**src/rtl/sirq_pkg.sv**
```systemverilog
package sirq_pkg;

    typedef enum logic [2:0] {
        SRC_NONE = 3'd0,
        SRC_TX   = 3'd1,
        SRC_RX   = 3'd2,
        SRC_ERR  = 3'd3,
        SRC_BRK  = 3'd4
    } src_e;

    typedef struct packed {
        logic brk;
        logic err;
        logic rx;
        logic tx;
    } req_t;

    typedef struct packed {
        logic tx_empty;
        logic rx_full;
        logic rx_ready;
        logic rx_err;
        logic brk;
        logic ovr;
    } flags_t;

    typedef struct packed {
        logic tx;
        logic rx;
        logic err;
    } enables_t;

    localparam int unsigned HOLD_CYC_DEF = 2;

    // Fixed order: break beats error beats receive beats transmit
    function automatic src_e top_source(req_t r);
        if (r.brk)     return SRC_BRK;
        else if (r.err) return SRC_ERR;
        else if (r.rx)  return SRC_RX;
        else if (r.tx)  return SRC_TX;
        else            return SRC_NONE;
    endfunction

endpackage

```
**src/rtl/sirq_src_gate.sv**
```systemverilog
module sirq_src_gate
    import sirq_pkg::*;
(
    input  flags_t   flags,
    input  enables_t en,
    input  logic     mode_sync,
    output req_t     cond
);
    logic rx_cause;

    // data-ready timeout only meaningful in asynchronous mode
    assign rx_cause = flags.rx_full | (flags.rx_ready & ~mode_sync);

    always_comb begin
        cond     = '0;
        cond.tx  = en.tx & flags.tx_empty;
        cond.rx  = en.rx & rx_cause;
        cond.err = en.err & flags.rx_err;
        cond.brk = (en.rx | en.err) & (flags.brk | flags.ovr);
    end

    always_comb begin
        if (!en.rx) begin
            assert (!cond.rx) else $error("receive cause while disabled");
        end
    end
endmodule

```
**src/rtl/sirq_dma_chan.sv**
```systemverilog
module sirq_dma_chan #(
    parameter int unsigned HOLD_CYC = 2
) (
    input  logic clk,
    input  logic rst,
    input  logic want,
    input  logic dack,
    output logic dreq,
    output logic clr
);
    localparam int unsigned CW = (HOLD_CYC < 1) ? 1 : $clog2(HOLD_CYC + 1);
    localparam logic [CW-1:0] HOLD_LD = CW'(HOLD_CYC);

    logic [CW-1:0] hold_cnt;
    logic          taken;

    assign taken = dack & dreq;

    always_ff @(posedge clk) begin
        if (rst) begin
            dreq     <= 1'b0;
            clr      <= 1'b0;
            hold_cnt <= '0;
        end else begin
            clr <= taken;
            if (taken) begin
                dreq     <= 1'b0;
                hold_cnt <= HOLD_LD;
            end else if (hold_cnt != '0) begin
                dreq     <= 1'b0;
                hold_cnt <= hold_cnt - 1'b1;
            end else begin
                dreq <= want;
            end
        end
    end


    clr_after_ack_chk: assert property (@(posedge clk) disable iff (rst)
        clr |-> $past(dreq && dack));

    drop_on_ack_chk: assert property (@(posedge clk) disable iff (rst)
        (dreq && dack) |=> (!dreq && clr));

    clr_single_chk: assert property (@(posedge clk) disable iff (rst)
        clr |=> !clr);
endmodule

```
**src/rtl/sirq_prio.sv**
```systemverilog
module sirq_prio
    import sirq_pkg::*;
(
    input  logic clk,
    input  logic rst,
    input  req_t cpu_next,
    output req_t cpu_q,
    output src_e id_q
);
    always_ff @(posedge clk) begin
        if (rst) begin
            cpu_q <= '0;
            id_q  <= SRC_NONE;
        end else begin
            cpu_q <= cpu_next;
            id_q  <= top_source(cpu_next);
        end
    end


    id_brk_chk: assert property (@(posedge clk) disable iff (rst)
        cpu_q.brk |-> (id_q == SRC_BRK));

    id_none_chk: assert property (@(posedge clk) disable iff (rst)
        (cpu_q == '0) |-> (id_q == SRC_NONE));
endmodule

```
**src/rtl/sirq_ctrl.sv**
```systemverilog
module sirq_ctrl
    import sirq_pkg::*;
#(
    parameter int unsigned HOLD_CYC = HOLD_CYC_DEF
) (
    input  logic       clk,
    input  logic       rst,
    input  logic       tx_empty_flag,
    input  logic       rx_full_flag,
    input  logic       rx_ready_flag,
    input  logic       rx_err_flag,
    input  logic       brk_flag,
    input  logic       ovr_flag,
    input  logic       en_tx,
    input  logic       en_rx,
    input  logic       en_err,
    input  logic       mode_sync,
    input  logic       dma_tx_sel,
    input  logic       dma_rx_sel,
    input  logic       dack_tx,
    input  logic       dack_rx,
    output logic       irq_tx,
    output logic       irq_rx,
    output logic       irq_err,
    output logic       irq_brk,
    output logic       dreq_tx,
    output logic       dreq_rx,
    output logic       clr_tx,
    output logic       clr_rx,
    output logic [2:0] src_id
);
    localparam int NCH = 2;

    flags_t   flags;
    enables_t en;
    req_t     cond;
    req_t     cpu_next;
    req_t     cpu_q;
    src_e     id_q;
    logic [NCH-1:0] ch_sel, ch_cond, ch_ack, ch_req, ch_clr;

    assign flags = '{tx_empty: tx_empty_flag, rx_full: rx_full_flag,
                     rx_ready: rx_ready_flag, rx_err: rx_err_flag,
                     brk: brk_flag, ovr: ovr_flag};
    assign en    = '{tx: en_tx, rx: en_rx, err: en_err};

    sirq_src_gate gate_i (
        .flags     (flags),
        .en        (en),
        .mode_sync (mode_sync),
        .cond      (cond)
    );

    // channel 0 = transmit, channel 1 = receive
    assign ch_sel  = {dma_rx_sel, dma_tx_sel};
    assign ch_cond = {cond.rx, cond.tx};
    assign ch_ack  = {dack_rx, dack_tx};

    generate
        for (genvar c = 0; c < NCH; c++) begin : g_dma
            sirq_dma_chan #(.HOLD_CYC(HOLD_CYC)) chan_i (
                .clk  (clk),
                .rst  (rst),
                .want (ch_cond[c] & ch_sel[c]),
                .dack (ch_ack[c]),
                .dreq (ch_req[c]),
                .clr  (ch_clr[c])
            );
        end
    endgenerate

    always_comb begin
        cpu_next     = cond;
        cpu_next.tx  = cond.tx & ~dma_tx_sel;
        cpu_next.rx  = cond.rx & ~dma_rx_sel;
    end

    sirq_prio prio_i (
        .clk      (clk),
        .rst      (rst),
        .cpu_next (cpu_next),
        .cpu_q    (cpu_q),
        .id_q     (id_q)
    );

    assign irq_tx  = cpu_q.tx;
    assign irq_rx  = cpu_q.rx;
    assign irq_err = cpu_q.err;
    assign irq_brk = cpu_q.brk;
    assign dreq_tx = ch_req[0];
    assign dreq_rx = ch_req[1];
    assign clr_tx  = ch_clr[0];
    assign clr_rx  = ch_clr[1];
    assign src_id  = id_q;


    tx_route_excl_chk: assert property (@(posedge clk) disable iff (rst)
        !(irq_tx && dreq_tx));

    rx_route_excl_chk: assert property (@(posedge clk) disable iff (rst)
        !(irq_rx && dreq_rx));

    sync_ready_chk: assert property (@(posedge clk) disable iff (rst)
        (mode_sync && !rx_full_flag) |=> (!irq_rx && !dreq_rx));

    err_only_chk: assert property (@(posedge clk) disable iff (rst)
        (!en_rx && en_err) |=> (!irq_rx && !dreq_rx));

    brk_mask_chk: assert property (@(posedge clk) disable iff (rst)
        (!en_rx && !en_err) |=> !irq_brk);

    tx_off_chk: assert property (@(posedge clk) disable iff (rst)
        !en_tx |=> (!irq_tx && !dreq_tx));
endmodule

```
**config.mk**
```make
export PLATFORM = sky130hd
export DESIGN_NAME = sirq_ctrl
export DESIGN_NICKNAME = d
export VERILOG_FILES = /design/src/rtl/sirq_pkg.sv /design/src/rtl/sirq_src_gate.sv /design/src/rtl/sirq_dma_chan.sv /design/src/rtl/sirq_prio.sv /design/src/rtl/sirq_ctrl.sv
export SDC_FILE = /design/constraint.sdc
export NUM_CORES = 1
export LEC_CHECK = 0
export BUFFER_PORTS_ARGS = -buffer_cell sky130_fd_sc_hd__buf_2
export CAP_MARGIN = 20
export CORE_AREA = 2 2 39 41
export CTS_CLUSTER_SIZE = 40
export DETAILED_ROUTE_END_ITERATION = 10
export DIE_AREA = 0 0 41 43
export PLACE_DENSITY = 0.75
export SETUP_SLACK_MARGIN = 0.1
export SLEW_MARGIN = 20
export SYNTH_ARGS = -nofsm -noshare
export SYNTH_HDL_FRONTEND = slang
export SYNTH_SLANG_ARGS = --single-unit
```
**constraint.sdc**
```tcl
create_clock -name clk -period 1.53 [get_ports clk]
set_input_delay 0.306 -clock clk [delete_from_list [all_inputs] [get_ports clk]]
set_output_delay 0.306 -clock clk [all_outputs]
set_load 0.005 [all_outputs]
```
==> results.toml <==
[sta]
relSlewSlack = 0.779
hold_viol_final = 0
setup_viol = 0
worst_slew_pin_slew_ns = 0.331
max_freq_mhz = 981
grt_setup_unrepaired = "false"
skew_ns = 0.000181
fin_crit_ns = 1.02
drv_slew = 0
fin_crit_sh = 0.667
setup-tns-final_ns = 0

[synth]
synthCells = 46
syn_nets = 62
synthDistinctLibCells = 18
ys_seq_elements = 14
yosysSeqAreaShare = 0.612
synth.avg_cell_area_um2 = 9.96
yosys_warnings = 0
synthesis.area_um2 = 458

[setup_path]
reg2reg_slack_ns = 0.71
r2r_cells = 2
r2r-start = "g_dma[0].chan_i.hold_cnt[1]"
critical_path.top_delay_family = "flip-flops"
cpMaxStageDelayCell = "dfxtp_1"
cp_max_fo = 2
crit_path_end_kind = "output port"
critPathArrivalTime_ns = 0.71
crit_buf_inv = 1
start_kind = "flip-flop"
required_ns = 1.22
critical_path_class = "flip-flop to output port"
cp_cell_sequence = "buf_2"
slowest_delay_ns = 0.34
r2r_end = "g_dma[0].chan_i.dreq"

[flow_run]
drv_cap = 0

[clock_tree]
postCtsSetupBuffers = 0
clk_latency_ns = 0.26
numCtsBuffers = 3
htreeDepth = 1
cts.repair.resized = 0
clkTransAtPathRegs_ns = 0.08
cts_sinks = 14
cts_buffer_depth = 2
ctsHoldBuffers = 0
cts_tree = "done"
clockRootBuffer = "clkbuf_4"

[layout]
fin_util = 0.457
antenna_cells = 0
drive_gt1_frac = 0.419
area_delta_synth_final_pct = 38.0
fin_nets = 91

[grt]
grt_pass1_vias = 340
grt_start_max_net_pins = 12
grt.overflow.total = 0
antenna_found_initial = 0
grt_usage = 0.105
grt_pass1_wl_mm = 1.22

[power_and_ir_drop]
leakage_uw = 0.000326
vdd_drop_max_v = 0.000531
cellPowerDensity_mw_per_mm2 = 1080

[routing]
dr.pass1.iters = 2
wl_per_cell_um = 9.41
antenna_left = 0
drc = 0
vias_per_cell = 4.32
drt-total-wl_um = 847
vias = 389
drtIter0Drc = 2

[die]
core_mm2 = 0.00138
dieWidth_um = 41
die_y_um = 43
rows = 14
floorplan.io_pins = 27
die_area_mm2 = 0.00176
floorplan.initialDensity = 0.331

[outcome]
status = "finished, final reports clean"

[placement]
gp_congestion = 0.775
numPortBuffers = 26
dp.final_hpwl_um = 667

[hold_path]
worstHoldStart = "dma_rx_sel"
hold_end = "g_dma[1].chan_i.dreq"
worstHoldPathType = "primary input to flip-flop"
worstHoldPathCells = 3
## metrics by stage
step	instance area (µm²)	total power, µW	instances	setup WS, ns	hold WS [ns]
final	632	685	90	0.510	0.292
after global routing	632	723	90	0.469	0.298
after CTS	632	696	90	0.498	0.287
after detailed placement	596	441	86	0.381	0.465
after global placement	596	440	86	0.386	0.456
after floorplan	458	411	46	0.596	0.440
## layout make-up
class | count | area [µm²]
fillers | 145 | 752
flip-flops and latches | 14 | 280
multi-input cells | 29 | 161
repair buffers | 26 | 130
clock buffers | 4 | 36.3
well taps | 16 | 20.0
inverters | 1 | 3.75
## where the power goes
| group | internal [µW] | switching, µW | leakage (µW) |
|---|---|---|---|
| Sequential | 374 | 2.72 | 0.000114 |
| Combinational | 30.1 | 25.6 | 0.000191 |
| Clock | 144 | 109 | 0.0000210 |
## cell families after synthesis
kind of cell           count (synthesis)  synth area share
and+or+nand+nor                       22             0.260
DFF                                   14             0.612
AOI/OAI and AO/OA                      7            0.0929
buffers and inverters                  3            0.0355
## Yosys cell counts (all sizes together)
cell type,n,share of area
a211oi,1,0.016
a21oi,2,0.022
a22o,1,0.019
and2,1,0.014
and3,3,0.041
and4b,1,0.025
and4bb,1,0.027
buf,2,0.027
dfxtp,14,0.61
inv,1,0.0082
nand2,5,0.041
nand4b,1,0.019
nor2,8,0.066
nor2b,2,0.027
o21ai,2,0.022
o22ai,1,0.014
## routing by layer
layer	vias to the layer above	wire length, µm	global-route usage
met4	0	14	0.0600
li1	210	-	-
met2	14	424	0.166
met5	-	0	0
met1	163	340	0.108
met3	2	68	0.0471
## placed cells by master (no fill, tap or decap)
cell type and instances:
a211oi_1 1, a21oi_1 2, a22o_1 1, and2_1 1, and3_1 3, and4b_2 1
and4bb_1 1, buf_2 26, clkbuf_4 3, clkbuf_8 1, dfxtp_1 14, inv_1 1
nand2_1 5, nand4b_1 1, nor2_1 8, nor2b_1 2, o21ai_0 1, o21ai_1 1
o22ai_1 1
## flip-flops by register name (all words and copies together), names as in the netlist
name	cells
g_dma.chan_i.hold_cnt	4
prio_i.cpu_q	4
g_dma.chan_i.clr	2
g_dma.chan_i.dreq	2
prio_i.id_q	2
## worst max-delay path by stage
stage / from / end / slack [ns] / cells past startpoint
after floorplan: dma_tx_sel / prio_i.id_q[0] / 0.60 / 3
after detailed placement: rst / prio_i.id_q[0] / 0.38 / 4
after global placement: rst / prio_i.id_q[0] / 0.39 / 4
after CTS: g_dma[1].chan_i.dreq / dreq_rx / 0.50 / 1
final: g_dma[1].chan_i.dreq / dreq_rx / 0.51 / 1
after global routing: prio_i.cpu_q[3] / src_id[2] / 0.47 / 1
Power figures use the tool's default switching activity.
